<file path="src/rtl/fsk_pkg.sv">
package fsk_pkg;
  // Control-to-datapath strobes: the tone the divider should use next.
  typedef struct packed {
    logic toneMark;
  } fskCtrl_t;
endpackage

</file>
<file path="src/rtl/fsk_sym_ctrl.sv">
module fsk_sym_ctrl
  import fsk_pkg::*;
#(
  parameter int SYM_W = 16
) (
  input  logic             clk,
  input  logic             rstN,
  input  logic             tick,
  input  logic [SYM_W-1:0] symLen,
  input  logic             bitIn,
  input  logic             bitValid,
  output logic             bitReady,
  output logic             symStrobe,
  output fskCtrl_t         ctrl
);
  logic [SYM_W-1:0] tickCnt;
  logic [SYM_W:0]   tickNext;
  logic             expire;
  logic             readyQ;
  logic             strobeQ;
  logic             toneMarkQ;

  assign tickNext = {1'b0, tickCnt} + 1'b1;
  // A zero length compares like a length of one.
  assign expire   = tick && (tickNext >= {1'b0, symLen});

  always_ff @(posedge clk or negedge rstN) begin
    if (!rstN) begin
      tickCnt <= '0;
      readyQ  <= 1'b0;
    end else begin
      readyQ <= expire;
      if (tick) begin
        if (expire) tickCnt <= '0;
        else        tickCnt <= tickNext[SYM_W-1:0];
      end
    end
  end

  // Bit acceptance; idle symbols fall back to mark.
  always_ff @(posedge clk or negedge rstN) begin
    if (!rstN) begin
      toneMarkQ <= 1'b1;
      strobeQ   <= 1'b0;
    end else begin
      strobeQ <= readyQ && bitValid;
      if (readyQ) toneMarkQ <= bitValid ? bitIn : 1'b1;
    end
  end

  assign bitReady      = readyQ;
  assign symStrobe     = strobeQ;
  assign ctrl.toneMark = toneMarkQ;
endmodule

</file>
<file path="src/rtl/fsk_frac_div.sv">
module fsk_frac_div
  import fsk_pkg::*;
#(
  parameter int DIV_W = 16,
  parameter int ACC_W = 24
) (
  input  logic             clk,
  input  logic             rstN,
  input  fskCtrl_t         ctrl,
  input  logic [DIV_W-1:0] markDiv,
  input  logic [ACC_W-1:0] markInc,
  input  logic [DIV_W-1:0] spaceDiv,
  input  logic [ACC_W-1:0] spaceInc,
  output logic             carrier,
  output logic             periodEnd,
  output logic             curMark,
  output logic [DIV_W:0]   perLen
);
  localparam int LEN_W = DIV_W + 1;

  logic [LEN_W-1:0] cnt;
  logic [LEN_W-1:0] len;
  logic [LEN_W:0]   cntNext;
  logic [ACC_W-1:0] acc;
  logic [ACC_W:0]   accSum;
  logic [DIV_W-1:0] selDiv;
  logic [ACC_W-1:0] selInc;
  logic             curMarkQ;

  // Divisor and increment are chosen by the same select bit.
  always_comb begin
    if (ctrl.toneMark) begin
      selDiv = markDiv;
      selInc = markInc;
    end else begin
      selDiv = spaceDiv;
      selInc = spaceInc;
    end
  end

  assign cntNext   = {1'b0, cnt} + 1'b1;
  assign periodEnd = cntNext >= {1'b0, len};
  assign accSum    = {1'b0, acc} + {1'b0, selInc};

  // len resets to 1 so the first clock after reset loads the mark pair.
  always_ff @(posedge clk or negedge rstN) begin
    if (!rstN) begin
      cnt      <= '0;
      len      <= LEN_W'(1);
      acc      <= '0;
      curMarkQ <= 1'b1;
    end else if (periodEnd) begin
      cnt      <= '0;
      acc      <= accSum[ACC_W-1:0];
      len      <= {1'b0, selDiv} + LEN_W'(accSum[ACC_W]);
      curMarkQ <= ctrl.toneMark;
    end else begin
      cnt <= cntNext[LEN_W-1:0];
    end
  end

  assign carrier = cnt < (len >> 1);
  assign curMark = curMarkQ;
  assign perLen  = len;
endmodule

</file>
<file path="src/rtl/fsk_mod.sv">
module fsk_mod
  import fsk_pkg::*;
#(
  parameter int DIV_W = 16,
  parameter int ACC_W = 24,
  parameter int SYM_W = 16
) (
  input  logic             clk,
  input  logic             rstN,
  input  logic             tick,
  input  logic [SYM_W-1:0] symLen,
  input  logic             bitIn,
  input  logic             bitValid,
  input  logic [DIV_W-1:0] markDiv,
  input  logic [ACC_W-1:0] markInc,
  input  logic [DIV_W-1:0] spaceDiv,
  input  logic [ACC_W-1:0] spaceInc,
  output logic             bitReady,
  output logic             carrier,
  output logic             symStrobe
);
  fskCtrl_t         ctrl;
  logic             periodEnd;
  logic             curMark;
  logic [DIV_W:0]   perLen;

  fsk_sym_ctrl #(.SYM_W(SYM_W)) u_ctrl (
    .clk(clk), .rstN(rstN), .tick(tick), .symLen(symLen),
    .bitIn(bitIn), .bitValid(bitValid),
    .bitReady(bitReady), .symStrobe(symStrobe), .ctrl(ctrl)
  );

  fsk_frac_div #(.DIV_W(DIV_W), .ACC_W(ACC_W)) u_div (
    .clk(clk), .rstN(rstN), .ctrl(ctrl),
    .markDiv(markDiv), .markInc(markInc),
    .spaceDiv(spaceDiv), .spaceInc(spaceInc),
    .carrier(carrier), .periodEnd(periodEnd),
    .curMark(curMark), .perLen(perLen)
  );
endmodule

</file>
<file path="config.mk">
export PLATFORM = sky130hd
export DESIGN_NAME = fsk_mod
export DESIGN_NICKNAME = d
export VERILOG_FILES = /design/src/rtl/fsk_pkg.sv /design/src/rtl/fsk_sym_ctrl.sv /design/src/rtl/fsk_frac_div.sv /design/src/rtl/fsk_mod.sv
export SDC_FILE = /design/constraint.sdc
export NUM_CORES = 1
export LEC_CHECK = 0
export BUFFER_PORTS_ARGS = -buffer_cell sky130_fd_sc_hd__buf_2
export CORE_AREA = 2 2 151 153
export CTS_BUF_LIST = sky130_fd_sc_hd__clkbuf_4 sky130_fd_sc_hd__clkbuf_8
export CTS_CLUSTER_SIZE = 30
export DETAILED_ROUTE_END_ITERATION = 6
export DIE_AREA = 0 0 153 155
export PLACE_DENSITY_LB_ADDON = 0.15
export SLEW_MARGIN = 20
export SYNTH_ARGS = -nofsm -noshare
export SYNTH_HDL_FRONTEND = slang
export SYNTH_SLANG_ARGS = --single-unit
export TNS_END_PERCENT = 50
</file>
<file path="constraint.sdc">
create_clock -name clk -period 5.3 [get_ports clk]
set_input_delay 1.59 -clock clk [delete_from_list [all_inputs] [get_ports clk]]
set_output_delay 1.59 -clock clk [all_outputs]
set_load 0.03 [all_outputs]
</file>
; After elaboration in Yosys (flattened, before gate mapping)
; Cells that the tools add are included.
[word_totals]
elab_cells = 21
inputBits = 101
ff_bits = 77
out_inout_bits = 3
[classes]
mux = 5
order_cmp = 3
n_addsub = 4
reduce_logical = 2
[op_table]
columns = operator, n
row1 = $mux 16, 2
row2 = $add 24x24->25, 1
row3 = $mux 24, 1
row4 = $add 17x1->18 const B, 1
row5 = $ge 18x17->1, 1
row6 = $add 16x1->17, 1
row7 = $add 16x1->17 const B, 1
row8 = $ge 17x16->1, 1
row9 = $lt 17x16->1, 1
row10 = $mux 17, 1
row11 = $logic_and 1x1->1, 2
row12 = $mux 1, 1

; Logic depth before layout (Yosys ltp)
[depth]
ltp_word = 4
ltp_mapped = 22
ltp_nobuf = 18

; Hierarchy
; A second synthesis with hierarchy kept.
[unflattened]
cells_unflattened = 746
hier_area_um2 = 6717.7
[modules_own_cells]
columns = mod, cells_each, area_per_inst_um2, n_inst, seq_area_each_um2
row1 = fsk_frac_div, 575, 5211.2, 1, 1478.9
row2 = fsk_sym_ctrl, 171, 1506.4, 1, 476.7

; Worst setup path after synthesis
; No wires, ideal clock.
[synth_path]
kind = input port to flip-flop
start = in markInc[0]
end = reg u_div.len[12], in the netlist u_div.perLen[12]
setup_ps = 83
setup_slack_ps = 380
t_required_ps = 5217
t_arrival_ps = 4838
path_stages = 19
path_cell_list = mux2_2 -> ha_1 -> fa_1 -> a211oi_1 -> o21bai_1 -> o21a_1 -> a31o_2 -> a41oi_1 -> o21ai_0 -> a21o_1 -> ha_1 -> inv_1 -> a221oi_2 -> and4_1 -> buf_2 -> nand2_1 -> xnor2_1 -> mux2i_1 -> o21ai_0
[synth_between]
elab_chain_cells = 3
[synth_lines]
columns = item, line_no
row1 = "start, declared", fsk_mod.sv:15  ; input logic [ACC_W-1:0] markInc,
row2 = $mux 24, fsk_frac_div.sv:32  ; if (ctrl.toneMark) begin
row3 = $add 24x24->25, fsk_frac_div.sv:43  ; assign accSum = {1'b0, acc} + {1'b0, selInc};
row4 = $add 16x1->17, fsk_frac_div.sv:55  ; len <= {1'b0, selDiv} + LEN_W'(accSum[ACC_W]);
row5 = "end signal, assigned", fsk_frac_div.sv:55
row6 = "end, declared", fsk_frac_div.sv:22  ; logic [LEN_W-1:0] len;
; Every way passes these cells.
; A chain may end at the register's enable or synchronous reset.

; Final worst setup path
; Ends and elaborated chain as after synthesis.

==> impl_metrics.yaml <==
worst_setup_path:
  timing.setup.critical_path_class: "input port to flip-flop"
  cp-start-kind: "input port"
  worst_path_largest_cell_delay_ps: 390
  timing.critical_path.arrival_ps: 5110
  crit_path_max_fanout: 5
  critical_path.cell_chain: "buf_2 > mux2_2 > ha_1 > fa_1 > a211oi_1 > o21bai_1 > o21a_1 > a31o_2 > a41oi_1 > o21ai_0 > a21o_1 > ha_1 > inv_1 > a221oi_2 > and4_1 > nand2_1 > xnor2_1 > mux2i_1 > o21ai_0"
  slowest_library_cell_on_the_worst_path: "sky130_fd_sc_hd__fa_1"
  required_time_at_the_endpoint_of_the_critical_path_ps: 5590
  setup.worst_path.end_class: "flip-flop"
clocking:
  cts_buffers: 9
  tritoncts: "done"
  register_clock_pin_slew_on_the_reported_worst_setup_and_hold_paths_ps: 80
  cts_max_path_buffers: 2
  clk_root_buffer_cell: "sky130_fd_sc_hd__clkbuf_8"
  worst_skew_pair.late_latency_ps: 380
  cts_repair_resize_count: 0
  cts.sink_count: 77
  cts_hold_repair.buffers: 0
  h-tree-depth: 3
  post-cts-setup-buffers: 0
final_layout:
  share_of_final_layout_standard_cells_stronger_than_drive_strength_1_pct: 19.7
  syn_to_final_growth_pct: 16.4
  mostFrequentLayoutCells: "102 x sky130_fd_sc_hd__buf_2, 83 x sky130_fd_sc_hd__nand2_1, 76 x sky130_fd_sc_hd__ha_1"
  n_antenna_cell: 0
  finalNetCount: 1030
  mostFrequentLayoutCell: "sky130_fd_sc_hd__buf_2"
  finish.instance_area_mm2: 0.00755
place:
  post-place-ws_ps: 69.5
  total_cell_area_at_the_placement_stage_mm2: 0.00733
  globalplace.congestion: 0.808
  io_buffers: 103
  placed_wire_length_estimate_after_detailed_placement_mm: 12.6
sta:
  grt_setup_unrepaired: "no"
  timing_max_transition_violations_final: 0
  finClkSkew_ps: 15.0
  finalSetupViolCount: 0
  maxSlewHeadroom_pct: 37.1
  final_critical_path_setup_slack_ps: 480
  pin_slew_with_the_least_headroom_to_its_limit_ps: 944
  fmax_ghz: 0.207
  period_minus_slack_ps: 4820
  tcrit_tclk_final_pct: 90.9
  timing_hold_violations_final: 0
  setup_total_negative_slack_ps: 0
synth:
  postSynthRegisterBits: 77
  asyncSetResetFlopFracSynth_pct: 100
  mappedNetlistArea_mm2: 0.00648
  synth.yosys.warnings: 0
  dominantRegCellSynth: "sky130_fd_sc_hd__dfrtp_1"
  synth-edff-count: 0
  synth_cells: 751
  netlist-cell-type-count: 59
  syn-mean-instance-area_um2: 8.63
  syn-num-nets: 929
  synth_seq_area_share_pct: 29.8
global_routing:
  grt_first_pass_wirelength_mm: 26.5
  grt_max_degree: 55
  grt.overflow.total: 0
  initial_antenna_violation_count: 0
  gr-usage-all-layers_pct: 13.9
  vias_in_the_first_global_route: 5329
routing:
  remaining_drc_errors: 0
  highest-signal-layer: "met4"
  dr_wl_met2_mm: 7.81
  wire_per_inst_um: 14.1
  met3RoutedLength_um: 318
  route.detailed.vias_per_inst: 4.75
  drt-total-wl_mm: 16.0
  detail_route.iter0.violations: 228
  m1WireLength_mm: 7.72
  dr_total_vias: 5422
  detail-route-antenna-nets: 0
  first_pass_iters: 4
min_path:
  holdCritPathClass: "flip-flop to flip-flop"
floorplan:
  design.core.area_mm2: 0.0222
  die_x_um: 153
  rows: 55
  initial_utilization_pct: 29.2
  die-area_mm2: 0.0237
  floorplan.die.height_um: 155
  boundaryPins: 104
pwr:
  power_frac_comb_pct: 43.5
  switching_share_pct: 36.9
  seqPwrFrac_pct: 32.1
  clock_power_share_pct: 24.3
  leak_uw: 0.00369
  power_report.internal_total_uw: 1280
  ir_drop_mv: 0.125
  power_per_cell_area_mw_per_mm2: 269
  p_sw_uw: 749
run:
  max_cap_violations: 0
run_status:
  outcome: "finished, final reports clean"
[Yosys cell counts, types with 4 or more instances]
master / count / area, um2
sky130_fd_sc_hd__a211oi_1: 6 / 45.0
sky130_fd_sc_hd__a21o_1: 20 / 150
sky130_fd_sc_hd__a21oi_1: 64 / 320
sky130_fd_sc_hd__a31oi_1: 6 / 37.5
sky130_fd_sc_hd__and2_1: 19 / 119
sky130_fd_sc_hd__and3_1: 10 / 62.6
sky130_fd_sc_hd__and4_1: 4 / 35.0
sky130_fd_sc_hd__buf_2: 14 / 70.1
sky130_fd_sc_hd__clkbuf_1: 6 / 22.5
sky130_fd_sc_hd__dfrtp_1: 75 / 1880
sky130_fd_sc_hd__ha_1: 76 / 951
sky130_fd_sc_hd__inv_1: 53 / 199
sky130_fd_sc_hd__mux2_2: 28 / 315
sky130_fd_sc_hd__mux2i_1: 10 / 100
sky130_fd_sc_hd__nand2_1: 83 / 312
sky130_fd_sc_hd__nand2b_1: 6 / 37.5
sky130_fd_sc_hd__nand3_1: 35 / 175
sky130_fd_sc_hd__nand4_1: 7 / 43.8
sky130_fd_sc_hd__nor2_1: 37 / 139
sky130_fd_sc_hd__nor2b_1: 4 / 25.0
sky130_fd_sc_hd__o211ai_1: 7 / 52.6
sky130_fd_sc_hd__o21a_1: 9 / 67.6
sky130_fd_sc_hd__o21ai_0: 41 / 205
sky130_fd_sc_hd__o21ai_1: 4 / 20.0
sky130_fd_sc_hd__o22ai_1: 10 / 62.6
sky130_fd_sc_hd__o31ai_1: 5 / 37.5
sky130_fd_sc_hd__xnor2_1: 42 / 368
sky130_fd_sc_hd__xor2_1: 26 / 228
[worst max-delay path: cells and delay by family]
| kind | cells | cell delay [ps] |
|---|---|---|
| XOR/XNOR | 1 | 110 |
| adder cells (fa/ha/maj) | 3 | 810 |
| buffers and inverters | 2 | 170 |
| AO/OA/AOI/OAI | 9 | 1750 |
| AND/OR/NAND/NOR | 2 | 350 |
| multiplexers | 2 | 330 |
[registers in the layout, indices dropped and copies added, names as in the netlist]
| register | flops |
|---|---|
| u_ctrl.ctrl | 1 |
| u_ctrl.symStrobe | 1 |
| u_ctrl.bitReady | 1 |
| u_div.cnt | 17 |
| u_div.acc | 24 |
| u_div.perLen | 17 |
| u_ctrl.tickCnt | 16 |
[kinds of logic (layout without fill, tap and decap cells)]
group	Yosys count	count (layout)	synth area share, %
buf+inv	78	184	4.90
xor+xnor	68	68	9.19
simple gates	222	222	16.7
fa+ha+maj	77	77	15.0
compound gates	191	191	18.1
mux	38	38	6.41
flops	77	77	29.8
[stage by stage]
step | instances | hold slack (ps) | utilization, % | total power [uW]
2_1_floorplan | 751 | 437 | - | 1320
3_3_place_gp | 1126 | 452 | 33.0 | 1570
3_5_place_dp | 1126 | 453 | 33.0 | 1560
4_1_cts | 1142 | 467 | 34.0 | 2080
5_1_grt | 1142 | 499 | 34.0 | 2200
6_report | 1142 | 460 | 34.0 | 2030
[layer usage]
layer | vias to the layer above | global-route usage [%]
met5 | - | 0
met4 | 0 | 3.84
met3 | 12 | 2.12
met2 | 55 | 24.3
met1 | 2500 | 17.8
li1 | 2855 | -
[area by class of cell]
type	instances	area [um2]
clock buffer	13	173
clock inverter	3	42.5
fill	2329	14700
inverter	53	199
multi-input combinational	596	4240
sequential	77	1930
tap	285	357
timing repair buffer	115	608
[power by group through the flow]
stage               clock, uW  combinational (uW)  sequential, uW
finish                    494                 884             653
global route              543                 999             659
CTS                       523                 898             654
detailed placement          0                 891             666
global placement            0                 903             665
floorplan                   0                 675             643
[worst paths after layout]
kind                                 start          endpoint  slack, ps  cells past startpoint
setup reg to reg               u_ctrl.ctrl  u_div.perLen[16]        830                     16
min in group asynchronous             rstN      u_div.acc[0]       1290                      1
max in group asynchronous             rstN   u_div.perLen[0]       3110                      2
hold / removal             u_div.perLen[0]   u_div.perLen[0]        460                      2
hold reg to reg            u_div.perLen[0]   u_div.perLen[0]        460                      2
setup / recovery                markInc[0]  u_div.perLen[12]        480                     19
Power figures use the tool's default switching activity.
